$ cat src/rtl/seg_interp_pkg.sv
`timescale 1ns/1ps
package seg_interp_pkg;
  localparam int unsigned NCH_DEF = 4;
  localparam int unsigned YW_DEF  = 15;
  localparam int unsigned XW_DEF  = 10;
  localparam int unsigned SHW_DEF = 3;

  typedef enum logic {
    SEG_LINEAR = 1'b0,
    SEG_DELAY  = 1'b1
  } seg_mode_e;
endpackage

$ cat src/rtl/seg_interp_bank.sv
`timescale 1ns/1ps
module seg_interp_bank
  import seg_interp_pkg::*;
#(
  parameter int unsigned N_CH = NCH_DEF,
  parameter int unsigned YW   = YW_DEF,
  parameter int unsigned XW   = XW_DEF,
  parameter int unsigned SHW  = SHW_DEF,
  parameter int unsigned CHW  = (N_CH > 1) ? $clog2(N_CH) : 1
) (
  input  logic                  clk_i,
  input  logic                  rst_ni,
  input  logic                  cfg_we_i,
  input  logic [CHW-1:0]        cfg_ch_i,
  input  seg_mode_e             cfg_mode_i,
  input  logic signed [YW-1:0]  cfg_y1_i,
  input  logic signed [YW-1:0]  cfg_y2_i,
  input  logic signed [XW-1:0]  cfg_x1_i,
  input  logic signed [XW-1:0]  cfg_w1_i,
  input  logic signed [XW-1:0]  cfg_x2_i,
  input  logic signed [XW-1:0]  cfg_x3_i,
  input  logic signed [XW-1:0]  cfg_k_i,
  input  logic [SHW-1:0]        cfg_shift_i,
  input  logic                  commit_i,
  input  logic [CHW-1:0]        commit_ch_i,
  output logic                  reject_o,
  input  logic [CHW-1:0]        rd_ch_i,
  output seg_mode_e             rd_mode_o,
  output logic signed [YW-1:0]  rd_y1_o,
  output logic signed [YW-1:0]  rd_y2_o,
  output logic signed [XW-1:0]  rd_x1_o,
  output logic signed [XW-1:0]  rd_w1_o,
  output logic signed [XW-1:0]  rd_x2_o,
  output logic signed [XW-1:0]  rd_x3_o,
  output logic signed [XW-1:0]  rd_k_o,
  output logic [SHW-1:0]        rd_shift_o
);
  // shadow set
  seg_mode_e            sh_mode [N_CH];
  logic signed [YW-1:0] sh_y1   [N_CH];
  logic signed [YW-1:0] sh_y2   [N_CH];
  logic signed [XW-1:0] sh_x1   [N_CH];
  logic signed [XW-1:0] sh_w1   [N_CH];
  logic signed [XW-1:0] sh_x2   [N_CH];
  logic signed [XW-1:0] sh_x3   [N_CH];
  logic signed [XW-1:0] sh_k    [N_CH];
  logic [SHW-1:0]       sh_sh   [N_CH];
  // active set
  seg_mode_e            ac_mode [N_CH];
  logic signed [YW-1:0] ac_y1   [N_CH];
  logic signed [YW-1:0] ac_y2   [N_CH];
  logic signed [XW-1:0] ac_x1   [N_CH];
  logic signed [XW-1:0] ac_w1   [N_CH];
  logic signed [XW-1:0] ac_x2   [N_CH];
  logic signed [XW-1:0] ac_x3   [N_CH];
  logic signed [XW-1:0] ac_k    [N_CH];
  logic [SHW-1:0]       ac_sh   [N_CH];

  logic signed [XW-1:0] ck_x1, ck_x2, ck_x3;
  seg_mode_e            ck_mode;
  logic                 order_ok, origin_ok, cmt_ok;

  // screen the shadow set being committed
  always_comb begin
    ck_mode   = sh_mode[commit_ch_i];
    ck_x1     = sh_x1[commit_ch_i];
    ck_x2     = sh_x2[commit_ch_i];
    ck_x3     = sh_x3[commit_ch_i];
    order_ok  = (ck_x2 <= ck_x3);
    origin_ok = (ck_x1 < ck_x2) || (ck_x1 > ck_x3);
    cmt_ok    = order_ok && ((ck_mode == SEG_DELAY) || origin_ok);
  end

  for (genvar c = 0; c < N_CH; c++) begin : g_ch
    logic wr_hit, cm_hit;
    assign wr_hit = cfg_we_i && (cfg_ch_i == CHW'(c));
    assign cm_hit = commit_i && (commit_ch_i == CHW'(c)) && cmt_ok;

    always_ff @(posedge clk_i or negedge rst_ni) begin
      if (!rst_ni) begin
        sh_mode[c] <= SEG_LINEAR;
        sh_y1[c]   <= '0;
        sh_y2[c]   <= '0;
        sh_x1[c]   <= '0;
        sh_w1[c]   <= '0;
        sh_x2[c]   <= '0;
        sh_x3[c]   <= '0;
        sh_k[c]    <= '0;
        sh_sh[c]   <= '0;
      end else if (wr_hit) begin
        sh_mode[c] <= cfg_mode_i;
        sh_y1[c]   <= cfg_y1_i;
        sh_y2[c]   <= cfg_y2_i;
        sh_x1[c]   <= cfg_x1_i;
        sh_w1[c]   <= cfg_w1_i;
        sh_x2[c]   <= cfg_x2_i;
        sh_x3[c]   <= cfg_x3_i;
        sh_k[c]    <= cfg_k_i;
        sh_sh[c]   <= cfg_shift_i;
      end
    end

    always_ff @(posedge clk_i or negedge rst_ni) begin
      if (!rst_ni) begin
        ac_mode[c] <= SEG_LINEAR;
        ac_y1[c]   <= '0;
        ac_y2[c]   <= '0;
        ac_x1[c]   <= '0;
        ac_w1[c]   <= '0;
        ac_x2[c]   <= '0;
        ac_x3[c]   <= '0;
        ac_k[c]    <= '0;
        ac_sh[c]   <= '0;
      end else if (cm_hit) begin
        ac_mode[c] <= sh_mode[c];
        ac_y1[c]   <= sh_y1[c];
        ac_y2[c]   <= sh_y2[c];
        ac_x1[c]   <= sh_x1[c];
        ac_w1[c]   <= sh_w1[c];
        ac_x2[c]   <= sh_x2[c];
        ac_x3[c]   <= sh_x3[c];
        ac_k[c]    <= sh_k[c];
        ac_sh[c]   <= sh_sh[c];
      end
    end
  end

  always_ff @(posedge clk_i or negedge rst_ni) begin
    if (!rst_ni) reject_o <= 1'b0;
    else         reject_o <= commit_i && !cmt_ok;
  end

  always_comb begin
    rd_mode_o  = ac_mode[rd_ch_i];
    rd_y1_o    = ac_y1[rd_ch_i];
    rd_y2_o    = ac_y2[rd_ch_i];
    rd_x1_o    = ac_x1[rd_ch_i];
    rd_w1_o    = ac_w1[rd_ch_i];
    rd_x2_o    = ac_x2[rd_ch_i];
    rd_x3_o    = ac_x3[rd_ch_i];
    rd_k_o     = ac_k[rd_ch_i];
    rd_shift_o = ac_sh[rd_ch_i];
  end
endmodule

$ cat src/rtl/seg_interp_sat.sv
`timescale 1ns/1ps
module seg_interp_sat #(
  parameter int unsigned IW = 29,
  parameter int unsigned OW = 15
) (
  input  logic signed [IW-1:0] val_i,
  output logic signed [OW-1:0] val_o,
  output logic                 clip_o
);
  localparam logic signed [IW-1:0] HI_W = {{(IW-OW+1){1'b0}}, {(OW-1){1'b1}}};
  localparam logic signed [IW-1:0] LO_W = {{(IW-OW+1){1'b1}}, {(OW-1){1'b0}}};
  localparam logic signed [OW-1:0] HI_N = {1'b0, {(OW-1){1'b1}}};
  localparam logic signed [OW-1:0] LO_N = {1'b1, {(OW-1){1'b0}}};

  always_comb begin
    if (val_i > HI_W) begin
      val_o  = HI_N;
      clip_o = 1'b1;
    end else if (val_i < LO_W) begin
      val_o  = LO_N;
      clip_o = 1'b1;
    end else begin
      val_o  = val_i[OW-1:0];
      clip_o = 1'b0;
    end
  end
endmodule

$ cat src/rtl/seg_interp_pipe.sv
`timescale 1ns/1ps
module seg_interp_pipe
  import seg_interp_pkg::*;
#(
  parameter int unsigned CHW = 2,
  parameter int unsigned YW  = YW_DEF,
  parameter int unsigned XW  = XW_DEF,
  parameter int unsigned SHW = SHW_DEF
) (
  input  logic                 clk_i,
  input  logic                 rst_ni,
  input  logic                 smp_valid_i,
  input  logic [CHW-1:0]       smp_ch_i,
  input  logic signed [XW-1:0] smp_x_i,
  input  seg_mode_e            seg_mode_i,
  input  logic signed [YW-1:0] seg_y1_i,
  input  logic signed [YW-1:0] seg_y2_i,
  input  logic signed [XW-1:0] seg_x1_i,
  input  logic signed [XW-1:0] seg_w1_i,
  input  logic signed [XW-1:0] seg_x2_i,
  input  logic signed [XW-1:0] seg_x3_i,
  input  logic signed [XW-1:0] seg_k_i,
  input  logic [SHW-1:0]       seg_shift_i,
  output logic                 out_valid_o,
  output logic [CHW-1:0]       out_ch_o,
  output logic signed [YW-1:0] out_y_o,
  output logic                 out_range_o,
  output logic                 out_ovf_o
);
  localparam int unsigned AW = YW + 1;  // multiplicand: slope or Y2-Y1
  localparam int unsigned BW = XW + 1;  // multiplier: offset from origin or K
  localparam int unsigned PW = AW + BW;
  localparam int unsigned SW = PW + 1;
  localparam int unsigned TW = SW + 1;

  // stage 1: offsets, operand select, range check
  logic signed [AW-1:0] d_w, w1e_w, a_w;
  logic signed [BW-1:0] xe_w, x1e_w, ke_w, b_w, c_w;
  logic                 rng_w;

  always_comb begin
    d_w   = {seg_y2_i[YW-1], seg_y2_i} - {seg_y1_i[YW-1], seg_y1_i};
    w1e_w = {{(AW-XW){seg_w1_i[XW-1]}}, seg_w1_i};
    xe_w  = {smp_x_i[XW-1], smp_x_i};
    x1e_w = {seg_x1_i[XW-1], seg_x1_i};
    ke_w  = {seg_k_i[XW-1], seg_k_i};
    rng_w = (smp_x_i < seg_x2_i) || (smp_x_i > seg_x3_i);
    if (seg_mode_i == SEG_DELAY) begin
      a_w = d_w;
      b_w = xe_w - ke_w;
      c_w = ke_w;
    end else begin
      a_w = w1e_w;
      b_w = xe_w - x1e_w;
      c_w = '0;
    end
  end

  logic                 s1_v, s1_rng;
  logic [CHW-1:0]       s1_ch;
  logic signed [AW-1:0] s1_a;
  logic signed [BW-1:0] s1_b, s1_c;
  logic [SHW-1:0]       s1_sh;
  logic signed [YW-1:0] s1_y1;

  always_ff @(posedge clk_i or negedge rst_ni) begin
    if (!rst_ni) begin
      s1_v   <= 1'b0;
      s1_rng <= 1'b0;
      s1_ch  <= '0;
      s1_a   <= '0;
      s1_b   <= '0;
      s1_c   <= '0;
      s1_sh  <= '0;
      s1_y1  <= '0;
    end else begin
      s1_v <= smp_valid_i;
      if (smp_valid_i) begin
        s1_rng <= rng_w;
        s1_ch  <= smp_ch_i;
        s1_a   <= a_w;
        s1_b   <= b_w;
        s1_c   <= c_w;
        s1_sh  <= seg_shift_i;
        s1_y1  <= seg_y1_i;
      end
    end
  end

  // stage 2: two products, each scaled on its own
  logic signed [PW-1:0] ae_w, be_w, ce_w, pb_w, pc_w, qb_w, qc_w;
  logic signed [SW-1:0] sum_w;

  always_comb begin
    ae_w  = {{BW{s1_a[AW-1]}}, s1_a};
    be_w  = {{AW{s1_b[BW-1]}}, s1_b};
    ce_w  = {{AW{s1_c[BW-1]}}, s1_c};
    pb_w  = ae_w * be_w;
    pc_w  = ae_w * ce_w;
    qb_w  = pb_w >>> s1_sh;
    qc_w  = pc_w >>> s1_sh;
    sum_w = {qb_w[PW-1], qb_w} + {qc_w[PW-1], qc_w};
  end

  logic                 s2_v, s2_rng;
  logic [CHW-1:0]       s2_ch;
  logic signed [SW-1:0] s2_sum;
  logic signed [YW-1:0] s2_y1;

  always_ff @(posedge clk_i or negedge rst_ni) begin
    if (!rst_ni) begin
      s2_v   <= 1'b0;
      s2_rng <= 1'b0;
      s2_ch  <= '0;
      s2_sum <= '0;
      s2_y1  <= '0;
    end else begin
      s2_v <= s1_v;
      if (s1_v) begin
        s2_rng <= s1_rng;
        s2_ch  <= s1_ch;
        s2_sum <= sum_w;
        s2_y1  <= s1_y1;
      end
    end
  end

  // stage 3: add the full-precision base, clamp
  logic signed [TW-1:0] tot_w;
  logic signed [YW-1:0] y_sat_w;
  logic                 clip_w;

  assign tot_w = {s2_sum[SW-1], s2_sum} + {{(TW-YW){s2_y1[YW-1]}}, s2_y1};

  seg_interp_sat #(
    .IW(TW),
    .OW(YW)
  ) u_sat (
    .val_i (tot_w),
    .val_o (y_sat_w),
    .clip_o(clip_w)
  );

  always_ff @(posedge clk_i or negedge rst_ni) begin
    if (!rst_ni) begin
      out_valid_o <= 1'b0;
      out_ch_o    <= '0;
      out_y_o     <= '0;
      out_range_o <= 1'b0;
      out_ovf_o   <= 1'b0;
    end else begin
      out_valid_o <= s2_v;
      if (s2_v) begin
        out_ch_o    <= s2_ch;
        out_y_o     <= y_sat_w;
        out_range_o <= s2_rng;
        out_ovf_o   <= clip_w;
      end
    end
  end
endmodule

$ cat src/rtl/seg_interp.sv
`timescale 1ns/1ps
module seg_interp
  import seg_interp_pkg::*;
#(
  parameter int unsigned N_CH = NCH_DEF,
  parameter int unsigned YW   = YW_DEF,
  parameter int unsigned XW   = XW_DEF,
  parameter int unsigned SHW  = SHW_DEF,
  localparam int unsigned CHW = (N_CH > 1) ? $clog2(N_CH) : 1
) (
  input  logic                 clk_i,
  input  logic                 rst_ni,
  input  logic                 cfg_we_i,
  input  logic [CHW-1:0]       cfg_ch_i,
  input  logic                 cfg_mode_i,
  input  logic signed [YW-1:0] cfg_y1_i,
  input  logic signed [YW-1:0] cfg_y2_i,
  input  logic signed [XW-1:0] cfg_x1_i,
  input  logic signed [XW-1:0] cfg_w1_i,
  input  logic signed [XW-1:0] cfg_x2_i,
  input  logic signed [XW-1:0] cfg_x3_i,
  input  logic signed [XW-1:0] cfg_k_i,
  input  logic [SHW-1:0]       cfg_shift_i,
  input  logic                 commit_i,
  input  logic [CHW-1:0]       commit_ch_i,
  output logic                 cfg_reject_o,
  input  logic                 smp_valid_i,
  input  logic [CHW-1:0]       smp_ch_i,
  input  logic signed [XW-1:0] smp_x_i,
  output logic                 out_valid_o,
  output logic [CHW-1:0]       out_ch_o,
  output logic signed [YW-1:0] out_y_o,
  output logic                 out_range_o,
  output logic                 out_ovf_o
);
  seg_mode_e            rd_mode;
  logic signed [YW-1:0] rd_y1, rd_y2;
  logic signed [XW-1:0] rd_x1, rd_w1, rd_x2, rd_x3, rd_k;
  logic [SHW-1:0]       rd_shift;

  seg_interp_bank #(
    .N_CH(N_CH),
    .YW  (YW),
    .XW  (XW),
    .SHW (SHW),
    .CHW (CHW)
  ) u_bank (
    .clk_i      (clk_i),
    .rst_ni     (rst_ni),
    .cfg_we_i   (cfg_we_i),
    .cfg_ch_i   (cfg_ch_i),
    .cfg_mode_i (seg_mode_e'(cfg_mode_i)),
    .cfg_y1_i   (cfg_y1_i),
    .cfg_y2_i   (cfg_y2_i),
    .cfg_x1_i   (cfg_x1_i),
    .cfg_w1_i   (cfg_w1_i),
    .cfg_x2_i   (cfg_x2_i),
    .cfg_x3_i   (cfg_x3_i),
    .cfg_k_i    (cfg_k_i),
    .cfg_shift_i(cfg_shift_i),
    .commit_i   (commit_i),
    .commit_ch_i(commit_ch_i),
    .reject_o   (cfg_reject_o),
    .rd_ch_i    (smp_ch_i),
    .rd_mode_o  (rd_mode),
    .rd_y1_o    (rd_y1),
    .rd_y2_o    (rd_y2),
    .rd_x1_o    (rd_x1),
    .rd_w1_o    (rd_w1),
    .rd_x2_o    (rd_x2),
    .rd_x3_o    (rd_x3),
    .rd_k_o     (rd_k),
    .rd_shift_o (rd_shift)
  );

  seg_interp_pipe #(
    .CHW(CHW),
    .YW (YW),
    .XW (XW),
    .SHW(SHW)
  ) u_pipe (
    .clk_i      (clk_i),
    .rst_ni     (rst_ni),
    .smp_valid_i(smp_valid_i),
    .smp_ch_i   (smp_ch_i),
    .smp_x_i    (smp_x_i),
    .seg_mode_i (rd_mode),
    .seg_y1_i   (rd_y1),
    .seg_y2_i   (rd_y2),
    .seg_x1_i   (rd_x1),
    .seg_w1_i   (rd_w1),
    .seg_x2_i   (rd_x2),
    .seg_x3_i   (rd_x3),
    .seg_k_i    (rd_k),
    .seg_shift_i(rd_shift),
    .out_valid_o(out_valid_o),
    .out_ch_o   (out_ch_o),
    .out_y_o    (out_y_o),
    .out_range_o(out_range_o),
    .out_ovf_o  (out_ovf_o)
  );
endmodule

$ cat config.mk
export PLATFORM = sky130hd
export DESIGN_NAME = seg_interp
export DESIGN_NICKNAME = d
export VERILOG_FILES = /design/src/rtl/seg_interp_pkg.sv /design/src/rtl/seg_interp_bank.sv /design/src/rtl/seg_interp_sat.sv /design/src/rtl/seg_interp_pipe.sv /design/src/rtl/seg_interp.sv
export SDC_FILE = /design/constraint.sdc
export NUM_CORES = 2
export LEC_CHECK = 0
export ABC_AREA = 1
export CORE_ASPECT_RATIO = 0.75
export CORE_MARGIN = 3
export CORE_UTILIZATION = 54
export DETAILED_ROUTE_END_ITERATION = 8
export PLACE_DENSITY_LB_ADDON = 0.2
export SETUP_SLACK_MARGIN = 0.02
export SLEW_MARGIN = 20
export SYNTH_ARGS = -nofsm -noshare
export SYNTH_HDL_FRONTEND = slang
export SYNTH_SLANG_ARGS = --single-unit
$ cat constraint.sdc
create_clock -name clk_i -period 7.63 [get_ports clk_i]
set_input_delay 1.526 -clock clk_i [delete_from_list [all_inputs] [get_ports clk_i]]
set_output_delay 1.526 -clock clk_i [all_outputs]
set_load 0.005 [all_outputs]
==> out/results.txt <==
CTS Buffer Depth -> 3
Ratio of cells with drive above 1 in the final layout -> 7.04%
Cts hold-fix bufs -> 0
Routed len/inst -> 19.5 µm
CTS tree -> yes
P&R area growth vs syn -> 10.1%
Multiplexer share of the synthesized area -> 0.109%
Max-slew violations -> 0
Cell Area, Synth -> 55100 µm²
Number of global-route vias before repair -> 46600
Cells after synthesis -> 6981
Worst Max-Slew Pin Slew -> 1.14 ns
Final Skew -> 0.0557 ns
Initial antenna violation count -> 4
Overflow after GRT -> 0
Post-synthesis register bit count -> 799
Reg-to-reg startpoint -> u_pipe.s1_c[2]$_DFFE_PN0P_
Min-Delay Endpoint -> u_bank.ac_y2[28]$_DFFE_PN0P_
IO Pins -> 126
Adder-Cell Fraction of Synth Area -> 17.4%
Syn_area_per_cell -> 7.90 µm²
Hold WC Path Type -> flip-flop to flip-flop
Top cells by count, synth -> 2195 x nand2_1, 857 x inv_1, 799 x dfrtp_1, 589 x o21ai_0, 365 x nand4_1
Worst path slowest cell -> fa_1
Reg2Reg Depth -> 29
Worst EP arrival -> 7.80 ns
Number of remaining DRC errors -> 0
Cell with the most instances after synthesis -> nand2_1
Slew margin rel. -> 23.7%
Post-synthesis sequential area ratio -> 36.3%
Area fraction of the dominant cell type after synthesis -> 36.3%
CTS clock-pin slew for the worst setup and hold paths -> 0.06 ns
Reg-to-Reg End -> u_pipe.s2_sum[13]$_DFFE_PN0P_
CTS root buf -> clkbuf_16
Crit share post-route -> 95.1%
Largest family of logic cells by synthesized area -> simple AND/OR/NAND/NOR gates
Starting Density -> 55.0%
Post-synth ARST share -> 100%
Ys flop type -> dfrtp_1
Die X-Extent -> 375 µm
Min-delay src -> u_bank.ac_y2[28]$_DFFE_PN0P_
Num CTS Buffers -> 81
Fmax -> 0.138 GHz
Max_cap viols -> 0
First-pass GRT wire length -> 260 mm
H-tree Lvls -> 3
Final min period -> 7.25 ns
Synth warnings -> 0
Skew-Pair Late Insertion Delay -> 0.67 ns
RSZ-0062 raised after global routing -> no
Row Count -> 100
R2r setup slk -> 0.38 ns
WP data required -> 8.18 ns
Yosys cell types -> 58
Synth Area in Compound Gates -> 10.6%
CP endpoint kind -> flip-flop
Vias per cell -> 5.70
First-pass DRT Iterations -> 6
Final WL -> 163 mm
Synthesized net count -> 7656
Die Y -> 283 µm
Gp weighted congestion -> 0.937
Largest fanout on the critical path -> 7
Core Footprint -> 100000 µm²
Post-DRT Antenna Nets -> 0
Initial DRC count -> 4676
Crit Path Class -> flip-flop to flip-flop
Die area -> 106000 µm²
Most frequent CP cell -> fa_1
Final TNS setup -> 0 ns
Outcome -> finished clean
Hold Path Cell Cnt -> 2
Hpwl dp -> 112 mm
Slowest Stage Delay on Critical Path -> 0.56 ns
Total clock sinks -> 799
Final hold vios -> 0
Post-synth EDFFs -> 0
Area share of and/or/nand/nor cells after synthesis -> 24.8%
Final-stage net count -> 7650
Final setup fails -> 0
Largest net degree at the start of global routing -> 188
Total vias in the final route -> 47700
Leading area contributor after synthesis -> dfrtp_1
# port buffers -> 125
Worst setup SP type -> flip-flop
GR Util All Layers -> 30.9%
Xor and xnor fraction of the mapped netlist area -> 1.26%
Synth area leaders -> dfrtp_1 36%, nand2_1 15%, fa_1 12%
flip-flops by register name, summed over array words and instances, names as in the netlist, 60 cells and up:
signal        count
u_bank.sh_y1     60
u_bank.ac_y2     60
u_bank.sh_y2     60
u_bank.ac_y1     60
final cells by class:
class	instances	area (µm²)
Inverter	865	3260
Clock inverter	33	398
Timing Repair Buffer	332	3030
Fill cell	9068	39500
Clock buffer	109	2280
Sequential cell	799	20000
Tap cell	1326	1660
Antenna cell	1	2.50
Multi-Input combinational cell	4896	30000
placed cells by master (no fill, tap or decap), types with 82 or more instances in the layout:
cell,instances
nand2_1,2192
inv_1,852
clkbuf_16,82
nand4_1,365
o21ai_0,584
fa_1,328
dfrtp_1,780
ha_1,240
clkdlybuf4s50_1,122
a21oi_1,227
nor2_1,236
nand3_1,241
buf_4,188
worst max-delay path: cells and delay by family, from the launching register on:
kind / cells / cell delay, ns
XOR/XNOR: 1 / 0.25
AND/OR/NAND/NOR: 7 / 0.84
multiplexers: 1 / 0.16
buffers and inverters: 4 / 0.34
flip-flops: 1 / 0.47
AO/OA/AOI/OAI: 9 / 1.83
adder cells (fa/ha/maj): 7 / 3.24
routing by layer:
metal | routed length [µm] | vias up | GRT usage, %
li1 | - | 22500 | -
met2 | 72500 | 1796 | 48.5
met5 | 25 | - | 0
met3 | 13600 | 271 | 5.26
met1 | 72900 | 23100 | 44.7
met4 | 3890 | 2 | 8.20
cell families (layout without fill, tap and decap cells):
| logic type | count (synthesis) | after routing |
|---|---|---|
| other | 0 | 1 |
| AO/OA/AOI/OAI | 1037 | 1037 |
| adder cells (fa/ha/maj) | 570 | 570 |
| AND/OR/NAND/NOR | 3204 | 3204 |
| buffers and inverters | 1286 | 1339 |
| XOR/XNOR | 79 | 79 |
| flip-flops | 799 | 799 |
| multiplexers | 6 | 6 |
through the flow:
stage	setup WS [ns]	instance area (µm²)	std cells	util, %	hold WS, ns
after detailed placement	0.0199	57900	8213	57.7	0.453
after global routing	0.0141	60700	8361	60.6	0.480
after CTS	0.0674	60500	8355	60.4	0.468
after floorplan	0.688	55100	6981	-	0.352
final	0.377	60700	8361	60.6	0.467
after global placement	0.167	57900	8213	57.7	0.449
timing repair:
item | in CTS | in global routing
gates resized for setup | 1 | 49
endpoints found under the setup margin | 1 | 18
pin swaps | 0 | 1
buffers inserted | 0 | 4
worst max-delay path by stage:
| stage | cells after the start | slack (ns) | startpoint | end |
|---|---|---|---|---|
| final | 29 | 0.38 | u_pipe.s1_c[2]$_DFFE_PN0P_ | u_pipe.s2_sum[13]$_DFFE_PN0P_ |
| after detailed placement | 33 | 0.02 | u_pipe.s1_a[5]$_DFFE_PN0P_ | u_pipe.s2_sum[23]$_DFFE_PN0P_ |
| after global routing | 29 | 0.01 | u_pipe.s1_c[2]$_DFFE_PN0P_ | u_pipe.s2_sum[13]$_DFFE_PN0P_ |
| after floorplan | 32 | 0.69 | u_pipe.s1_c[2]$_DFFE_PN0P_ | u_pipe.s2_sum[20]$_DFFE_PN0P_ |
| after CTS | 33 | 0.07 | u_pipe.s1_a[4]$_DFFE_PN0P_ | u_pipe.s2_sum[22]$_DFFE_PN0P_ |
| after global placement | 31 | 0.17 | u_pipe.s1_c[5]$_DFFE_PN0P_ | u_pipe.s2_sum[23]$_DFFE_PN0P_ |
Power is not shown: default switching activity piles up to over one toggle a cycle in this logic, so the estimate is an artifact.
